### src/rtl/zbf_pkg.sv
package zbf_pkg;
  localparam int unsigned NUM_CH = 3;
  localparam int unsigned CH_W   = 8;
endpackage

### src/rtl/zbf_fill_tracker.sv
module zbf_fill_tracker #(
  parameter int unsigned STEP_W = 8,
  parameter int unsigned FRAC_W = 7,
  localparam int unsigned FILL_W = FRAC_W + 1
) (
  input  logic              clk_i,
  input  logic              rst_ni,
  input  logic              valid_i,
  input  logic              sol_i,
  input  logic [STEP_W-1:0] step_i,
  output logic [FILL_W-1:0] w_cur_o,
  output logic [FILL_W-1:0] w_next_o,
  output logic              close_o,
  output logic              done_o
);
  localparam logic [FILL_W-1:0] FULL = FILL_W'(1) << FRAC_W;

  logic [FILL_W-1:0] fill_q, fill_base, room, step_eff;

  always_comb begin
    if (step_i == '0)                  step_eff = FILL_W'(1);
    else if (step_i > STEP_W'(FULL))   step_eff = FULL;
    else                               step_eff = FILL_W'(step_i);
  end

  assign fill_base = sol_i ? '0 : fill_q;
  assign room      = FULL - fill_base;
  assign close_o   = valid_i && (step_eff >= room);
  assign w_cur_o   = close_o ? room : step_eff;
  assign w_next_o  = close_o ? (step_eff - room) : '0;

  always_ff @(posedge clk_i or negedge rst_ni) begin
    if (!rst_ni) begin
      fill_q <= '0;
      done_o <= 1'b0;
    end else begin
      done_o <= close_o;
      if (valid_i)    fill_q <= close_o ? w_next_o : fill_base + step_eff;
      else if (sol_i) fill_q <= '0;
    end
  end

  a_r3_fill_below_full: assert property (@(posedge clk_i) disable iff (!rst_ni)
    fill_q < FULL);

  a_r8_idle_keeps_fill: assert property (@(posedge clk_i) disable iff (!rst_ni)
    (!valid_i && !sol_i) |=> (fill_q == $past(fill_q)));
endmodule

### src/rtl/zbf_chan_acc.sv
module zbf_chan_acc #(
  parameter int unsigned PIX_W  = 8,
  parameter int unsigned FILL_W = 8,
  parameter int unsigned ACC_W  = 16
) (
  input  logic              clk_i,
  input  logic              rst_ni,
  input  logic              valid_i,
  input  logic              sol_i,
  input  logic              close_i,
  input  logic [PIX_W-1:0]  pix_i,
  input  logic [FILL_W-1:0] w_cur_i,
  input  logic [FILL_W-1:0] w_next_i,
  output logic [ACC_W-1:0]  sum_o
);
  logic [ACC_W-1:0] acc_q, acc_base, prod_cur, prod_next, total;

  assign prod_cur  = ACC_W'(pix_i) * ACC_W'(w_cur_i);
  assign prod_next = ACC_W'(pix_i) * ACC_W'(w_next_i);
  assign acc_base  = sol_i ? '0 : acc_q;
  assign total     = acc_base + prod_cur;

  always_ff @(posedge clk_i or negedge rst_ni) begin
    if (!rst_ni) begin
      acc_q <= '0;
      sum_o <= '0;
    end else if (valid_i) begin
      if (close_i) begin
        acc_q <= prod_next;
        sum_o <= total;
      end else begin
        acc_q <= total;
      end
    end else if (sol_i) begin
      acc_q <= '0;
    end
  end
endmodule

### src/rtl/zbf_out_stage.sv
module zbf_out_stage #(
  parameter int unsigned PIX_W  = 8,
  parameter int unsigned ACC_W  = 16,
  parameter int unsigned FRAC_W = 7,
  parameter int unsigned NCH    = 3
) (
  input  logic                 clk_i,
  input  logic                 rst_ni,
  input  logic                 done_i,
  input  logic [NCH*ACC_W-1:0] sums_i,
  output logic [NCH*PIX_W-1:0] pix_o,
  output logic                 valid_o
);
  localparam logic [ACC_W-1:0] PMAX = ACC_W'((1 << PIX_W) - 1);

  logic [NCH*PIX_W-1:0] avg;

  for (genvar c = 0; c < NCH; c++) begin : g_sat
    logic [ACC_W-1:0] shifted;
    assign shifted = sums_i[c*ACC_W +: ACC_W] >> FRAC_W;
    assign avg[c*PIX_W +: PIX_W] = (shifted > PMAX) ? PMAX[PIX_W-1:0] : shifted[PIX_W-1:0];

    a_r5_sum_in_range: assert property (@(posedge clk_i) disable iff (!rst_ni)
      done_i |-> (sums_i[c*ACC_W +: ACC_W] <= (PMAX << FRAC_W)));
  end

  always_ff @(posedge clk_i or negedge rst_ni) begin
    if (!rst_ni) begin
      pix_o   <= '0;
      valid_o <= 1'b0;
    end else begin
      valid_o <= done_i;
      if (done_i) pix_o <= avg;
    end
  end
endmodule

### src/rtl/zoom_box_filter.sv
module zoom_box_filter
  import zbf_pkg::*;
#(
  parameter int unsigned PIX_W  = CH_W,
  parameter int unsigned STEP_W = 8,
  parameter int unsigned FRAC_W = 7,
  parameter int unsigned ACC_W  = 16
) (
  input  logic                    clk_i,
  input  logic                    rst_ni,
  input  logic                    valid_i,
  input  logic                    sol_i,
  input  logic [NUM_CH*PIX_W-1:0] pix_i,
  input  logic [STEP_W-1:0]       step_i,
  output logic [NUM_CH*PIX_W-1:0] pix_o,
  output logic                    valid_o
);
  localparam int unsigned FILL_W = FRAC_W + 1;

  logic [FILL_W-1:0]       w_cur, w_next;
  logic                    close, done;
  logic [NUM_CH*ACC_W-1:0] sums;

  zbf_fill_tracker #(.STEP_W(STEP_W), .FRAC_W(FRAC_W)) u_fill (
    .clk_i, .rst_ni, .valid_i, .sol_i, .step_i,
    .w_cur_o(w_cur), .w_next_o(w_next), .close_o(close), .done_o(done)
  );

  for (genvar c = 0; c < NUM_CH; c++) begin : g_ch
    zbf_chan_acc #(.PIX_W(PIX_W), .FILL_W(FILL_W), .ACC_W(ACC_W)) u_acc (
      .clk_i, .rst_ni, .valid_i, .sol_i,
      .close_i (close),
      .pix_i   (pix_i[c*PIX_W +: PIX_W]),
      .w_cur_i (w_cur),
      .w_next_i(w_next),
      .sum_o   (sums[c*ACC_W +: ACC_W])
    );
  end

  zbf_out_stage #(.PIX_W(PIX_W), .ACC_W(ACC_W), .FRAC_W(FRAC_W), .NCH(NUM_CH)) u_out (
    .clk_i, .rst_ni,
    .done_i (done),
    .sums_i (sums),
    .pix_o,
    .valid_o
  );

  always_ff @(posedge clk_i) begin
    if (!rst_ni) a_r1_reset_quiet: assert (!valid_o && pix_o == '0);
  end

  a_r6_latency_fwd: assert property (@(posedge clk_i) disable iff (!rst_ni)
    close |-> ##2 valid_o);

  a_r6_latency_bwd: assert property (@(posedge clk_i) disable iff (!rst_ni)
    !close |-> ##2 !valid_o);

  a_r8_idle_no_out: assert property (@(posedge clk_i) disable iff (!rst_ni)
    !valid_i |-> ##2 !valid_o);
endmodule

### config.mk
export PLATFORM = sky130hd
export DESIGN_NAME = zoom_box_filter
export DESIGN_NICKNAME = d
export VERILOG_FILES = /design/src/rtl/zbf_pkg.sv /design/src/rtl/zbf_fill_tracker.sv /design/src/rtl/zbf_chan_acc.sv /design/src/rtl/zbf_out_stage.sv /design/src/rtl/zoom_box_filter.sv
export SDC_FILE = /design/constraint.sdc
export NUM_CORES = 1
export LEC_CHECK = 0
export CAP_MARGIN = 20
export CORE_MARGIN = 8
export CORE_UTILIZATION = 26
export CTS_CLUSTER_SIZE = 24
export DETAILED_ROUTE_END_ITERATION = 10
export PLACE_DENSITY = 0.49
export SLEW_MARGIN = 20
export SYNTH_ARGS = -nofsm -noshare
export SYNTH_HDL_FRONTEND = slang
export SYNTH_SLANG_ARGS = --single-unit
### constraint.sdc
create_clock -name clk_i -period 8.22 [get_ports clk_i]
set_input_delay 1.644 -clock clk_i [delete_from_list [all_inputs] [get_ports clk_i]]
set_output_delay 1.644 -clock clk_i [all_outputs]
set_load 0.005 [all_outputs]
## Word level (Yosys, flattened, before mapping)

Cells that the tools add are included.

| storage, ports and cells | value |
|---|---|
| input bits | 36 |
| logic and storage cells | 49 |
| register bits after elaboration | 130 |

| cells by class | value |
|---|---|
| muxes and demuxes | 19 |
| multiply operators | 6 |
| $lt $le $gt $ge | 5 |
| reductions and logical operators | 3 |
| $add $sub $neg | 6 |

Operators with widths:

| kind | count |
|---|---|
| 16-bit two-way mux | 9 |
| 8-bit by 8-bit multiplier with 16-bit output | 6 |
| 8-bit two-way mux | 10 |
| 16-bit adder | 3 |
| 9-bit by 8-bit > comparator with 1-bit output (second input constant) | 3 |
| 8-bit adder | 1 |
| 8-bit greater-or-equal comparator | 1 |
| 8-bit > comparator (second input constant) | 1 |
| 8-bit zero test | 1 |
| 8-bit subtractor | 1 |
| 8-bit subtractor (first input constant) | 1 |
| 2-bit AND reduction | 1 |
| 1-bit logical AND | 1 |

## Depth between registers and ports, before layout

| logic depth | value |
|---|---|
| word-level depth | 10 |
| gate-level depth with buffers | 32 |
| depth with buffers taken out | 29 |

## Cells and area by module

Synthesis repeated with hierarchy kept, for this count alone.

| second synthesis, totals | value |
|---|---|
| cell total of the unflattened synthesis | 2,330 |
| area, all modules | 20,846.2 um^2 |

By module, submodules not included:

| module | times used | area each (um^2) | cells an instance | seq. area each (um^2) |
|---|---|---|---|---|
| zbf_chan_acc at g_ch[2].u_acc | 1 | 6,068.3 | 676 | 800.8 |
| zbf_chan_acc at g_ch[1].u_acc | 1 | 6,040.8 | 672 | 800.8 |
| zbf_chan_acc at g_ch[0].u_acc | 1 | 6,029.5 | 676 | 800.8 |
| zbf_fill_tracker | 1 | 1,535.2 | 201 | 225.2 |
| zbf_out_stage | 1 | 1,172.4 | 105 | 625.6 |

## Worst setup path before layout

Ideal clock, no wire load.

| timing | value |
|---|---|
| path type | in2reg |
| from | in sol_i |
| to | reg g_ch[1].u_acc.acc_q[15] |
| required time | 8,078 ps |
| setup slack | 250 ps |
| data arrival time | 7,828 ps |
| stages | 27 |
| library setup time | 142 ps |
| path through | nor2b_1 -> inv_1 -> ha_1 -> xnor2_1 -> inv_1 -> ha_1 -> and3_1 -> nor4b_4 -> o21ai_4 -> nand2_2 -> buf_6 -> mux2_4 -> buf_4 -> and2_1 -> fa_1 -> fa_1 -> fa_1 -> inv_1 -> fa_1 -> inv_1 -> ha_1 -> a21oi_1 -> nand2_1 -> o21a_1 -> a311oi_1 -> mux2i_1 -> o221ai_1 |

| between the ends | value |
|---|---|
| word-level cells in the longest chain between the ends | 9 |
| elaborated cells between the ends (all ways) | 13 |

RTL lines:

| item | line | source |
|---|---|---|
| start, declared | zoom_box_filter.sv:12 | `input logic sol_i,` |
| 8-bit two-way mux | zbf_fill_tracker.sv:26 | `assign fill_base = sol_i ? '0 : fill_q;` |
| 8-bit subtractor | zbf_fill_tracker.sv:27 | `assign room = FULL - fill_base;` |
| 8-bit greater-or-equal comparator | zbf_fill_tracker.sv:28 | `assign close_o = valid_i && (step_eff >= room);` |
| 1-bit logical AND | zbf_fill_tracker.sv:28 |  |
| 8-bit two-way mux | zbf_fill_tracker.sv:29 | `assign w_cur_o = close_o ? room : step_eff;` |
| 8-bit by 8-bit multiplier with 16-bit output | zbf_chan_acc.sv:18 | `assign prod_cur = ACC_W'(pix_i) * ACC_W'(w_cur_i);` |
| 16-bit adder | zbf_chan_acc.sv:21 | `assign total = acc_base + prod_cur;` |
| 16-bit two-way mux | zbf_chan_acc.sv:28 | `if (close_i) begin` |
| 16-bit two-way mux (*) | zbf_chan_acc.sv:27 | `end else if (valid_i) begin` |
| end signal, assigned | zbf_chan_acc.sv:29 | `acc_q <= prod_next;` |
| end signal, assigned | zbf_chan_acc.sv:32 | `acc_q <= total;` |
| end, declared | zbf_chan_acc.sv:16 | `logic [ACC_W-1:0] acc_q, acc_base, prod_cur, prod_next, total;` |

Every way passes the cells marked *; elsewhere a longest branch is shown, timed or not.
A chain may end at the register's enable or synchronous reset.

## Worst setup path in the final report

| timing | value |
|---|---|
| from | in step_i[1] |
| to | reg g_ch[2].u_acc.acc_q[14] |

| between the ends | value |
|---|---|
| word-level cells in the longest chain between the ends | 10 |
| elaborated cells between the ends (all ways) | 14 |

RTL lines:

| item | line | source |
|---|---|---|
| start, declared | zoom_box_filter.sv:14 | `input logic [STEP_W-1:0] step_i,` |
| 8-bit > comparator | zbf_fill_tracker.sv:22 | `else if (step_i > STEP_W'(FULL)) step_eff = FULL;` |
| 8-bit two-way mux | zbf_fill_tracker.sv:22 |  |
| 8-bit two-way mux (*) | zbf_fill_tracker.sv:21 | `if (step_i == '0) step_eff = FILL_W'(1);` |
| 8-bit greater-or-equal comparator | zbf_fill_tracker.sv:28 |  |
| 1-bit logical AND | zbf_fill_tracker.sv:28 |  |
| 8-bit two-way mux | zbf_fill_tracker.sv:29 |  |
| 8-bit by 8-bit multiplier with 16-bit output | zbf_chan_acc.sv:18 |  |
| 16-bit adder | zbf_chan_acc.sv:21 |  |
| 16-bit two-way mux (*) | zbf_chan_acc.sv:28 |  |
| 16-bit two-way mux (*) | zbf_chan_acc.sv:27 |  |
| end signal, assigned | zbf_chan_acc.sv:29 |  |
| end signal, assigned | zbf_chan_acc.sv:32 |  |
| end, declared | zbf_chan_acc.sv:16 |  |

Marked as above.

==> impl_metrics.json <==
{
  "outcome": "completed",
  "io_buffers": 60,
  "via_per_inst": 4.57,
  "crit_type": "input pin to flop",
  "overflow": 0,
  "cts.sinks": 109,
  "fin_nets": 3140,
  "numCtsBuffers": 9,
  "first_global_vias": 17600,
  "dpl.hpwl_um": 47900,
  "grt_pass1_wl_um": 96800,
  "final.min_clock_period_ns": 7.95,
  "final_util_pct": 32.1,
  "fin_hold_ws_ns": 0.477,
  "timing.fmax_mhz": 126,
  "syn_inst": 2334,
  "die_w_um": 292,
  "end_kind": "flop",
  "syn-num-nets": 2859,
  "remaining_drc_errors": 0,
  "ant_nets": 0,
  "max_stage_delay_ns": 0.52,
  "crit_path_start_kind": "input pin",
  "drt_wl_total_um": 60400,
  "drt_iter0_drc": 814,
  "skew_ns": 0.0193,
  "hold_path_class": "flop to flop",
  "htreeDepth": 3,
  "crit_arrival_ns": 8.25,
  "synth_area_leader_cell": "fa_1",
  "synth_top_area_share_pct": 26.4,
  "synth_most_common_cell": "inv_1",
  "hold_viol": 0,
  "gp_congestion": 0.888,
  "power.density_mw_per_mm2": 332,
  "setup_viol": 0,
  "rows": 101,
  "max_slew_margin_pct": 38.3,
  "clockBufferDepth": 2,
  "seq_area_frac_synth_pct": 13.8,
  "crit_fanout": 14,
  "grt_antenna_before_repair": 3,
  "syn2layout_area_growth_pct": 22.8,
  "worst_pin_slew_ns": 0.926,
  "synthTopCellsByArea": "fa_1 (26%), ha_1 (15%), dfrtp_1 (14%), inv_1 (7.8%), and2_1 (7.2%)",
  "grt_usage_pct": 14.1,
  "syn_avg_cell_area_um2": 8.46,
  "yosysWarnings": 0,
  "clk_latency_ns": 0.40,
  "period_share_pct": 96.7,
  "crit_family": "adder cells",
  "synth-edff-count": 0,
  "peakVddDrop_mv": 0.214,
  "ys_top_cells_by_count": "inv_1 (410), fa_1 (260), nand2_1 (253)",
  "ys_ff_latch": 109,
  "coreArea_mm2": 0.0756,
  "start_util_pct": 26.1,
  "die_h_um": 292,
  "ys_types": 70,
  "firstDrtPassIters": 6,
  "worst-path-buf-inv": 8,
  "drv_slew": 0,
  "io_pins": 61,
  "cp.required_ns": 8.52,
  "diodes": 0,
  "drive_gt1_share_pct": 15.4,
  "leakage_nw": 12.7,
  "clk_pin_slew_worst_paths_ns": 0.10,
  "vias": 16500,
  "synth_ff_type": "dfrtp_1",
  "grt_max_degree": 57,
  "cp_slowest_cell": "fa_1",
  "root_buffer": "clkbuf_16",
  "syn_area_mm2": 0.0198,
  "power_mw": 8.07,
  "drv_cap": 0,
  "cts_tree": "built",
  "async_reset_ff_share_pct": 100,
  "dieArea_mm2": 0.0850,
  "wl_per_cell_um": 16.8
}
==> state kept, by name, indices dropped and copies added, names as in the netlist <==
| signal | count |
|---|---|
| u_fill.done_o | 1 |
| u_out.pix_o | 24 |
| g_ch.u_acc.acc_q | 48 |
| u_out.valid_o | 1 |
| g_ch.u_acc.sum_o | 27 |
| u_fill.fill_q | 8 |
==> layer usage <==
layer | vias to the layer above | part of all wire, % | routed length (µm) | GRT usage, %
li1 | 7957 | - | - | -
met1 | 8138 | 48 | 29000 | 19.2
met2 | 275 | 47 | 28200 | 23.7
met3 | 82 | 2.9 | 1750 | 1.18
met4 | 2 | 2.5 | 1490 | 4.63
met5 | - | 0.022 | 13 | 0
==> through the flow <==
stage          cell area [µm²]  setup slack [ns]  std cells  setup TNS, ns
6_report                 24300             0.270       3598              0
3_3_place_gp             23500            -0.447       3563         -12.68
2_1_floorplan            19800             0.250       2334              0
5_1_grt                  24300           -0.0898       3598         -0.282
4_1_cts                  23900            0.0140       3581              0
3_5_place_dp             23500            -0.538       3563         -18.04
==> final cells by class <==
class	instances	area (µm²)
Clock inverter	6	77.6
Clock buffer	10	229
Fill cell	7955	51300
Multi-Input combinational cell	1704	15200
Inverter	410	1540
Tap cell	978	1220
Sequential cell	109	2730
Timing Repair Buffer	381	3240
==> timing repair <==
action                     4_1_cts  5_1_grt
setup endpoints to repair       17       51
hold buffers                     0        0
gates resized for setup          9       54
setup buffers                    2       17
pin swaps                        2       26
==> worst reg2reg max path, cell delays in order (launching register included) <==
cell and delay (ns):
dfrtp_1 0.42, nor3_1 0.49, nand2_1 0.13, xnor2_1 0.16, nor2_1 0.20, inv_1 0.07, ha_1 0.33, buf_4 0.17
nor2b_1 0.14, a221o_1 0.32, a211oi_1 0.32, nor2_1 0.13, buf_12 0.18, and2_1 0.20, fa_1 0.54, fa_1 0.44
fa_1 0.50, inv_1 0.05, fa_1 0.47, inv_1 0.04, ha_1 0.30, buf_4 0.12, o211ai_1 0.08, a21o_1 0.18
nor2b_1 0.14, o21ai_0 0.20, xor2_1 0.38, a221o_1 0.22
==> cell usage in the layout, fill, tap and decap left out, types with 31 or more instances in the layout <==
cell,n
inv_1,409
buf_4,299
fa_1,257
nand2_1,253
and2_1,226
ha_1,221
nor2_1,115
dfrtp_1,109
a21oi_1,97
nor2b_1,61
clkdlybuf4s50_1,56
o21ai_0,51
and3_1,46
xnor2_1,45
nand3_1,37
a31oi_1,31
==> where the power goes <==
group	switching [mW]	internal, mW	total, mW
Sequential	0.113	0.768	0.881
Combinational	3.47	3.21	6.68
Clock	0.261	0.244	0.504
Total	3.84	4.22	8.07
==> cell families after synthesis <==
group	after synthesis	share of synthesized area, %
adders and majority gates	489	40.9
buffers and inverters	521	10.4
and+or+nand+nor	816	21.0
xor gates and xnor gates	67	2.97
AOI/OAI and AO/OA	320	10.3
DFF	109	13.8
muxes	12	0.665
==> worst paths after layout <==
check	depth (start not counted)	from	slack (ns)	end
worst max-delay path	30	step_i[1]	0.27	g_ch[2].u_acc.acc_q[14]
worst min-delay path	2	g_ch[0].u_acc.sum_o[11]	0.48	g_ch[0].u_acc.sum_o[11]
worst min register to register	2	g_ch[0].u_acc.sum_o[11]	0.48	g_ch[0].u_acc.sum_o[11]
min in group asynchronous	1	rst_ni	1.31	g_ch[0].u_acc.acc_q[2]
max in group asynchronous	2	rst_ni	5.48	g_ch[1].u_acc.acc_q[12]
worst max register to register	27	u_fill.fill_q[2]	1.26	g_ch[2].u_acc.acc_q[11]
Note: power is estimated with default switching activity, not from simulation.
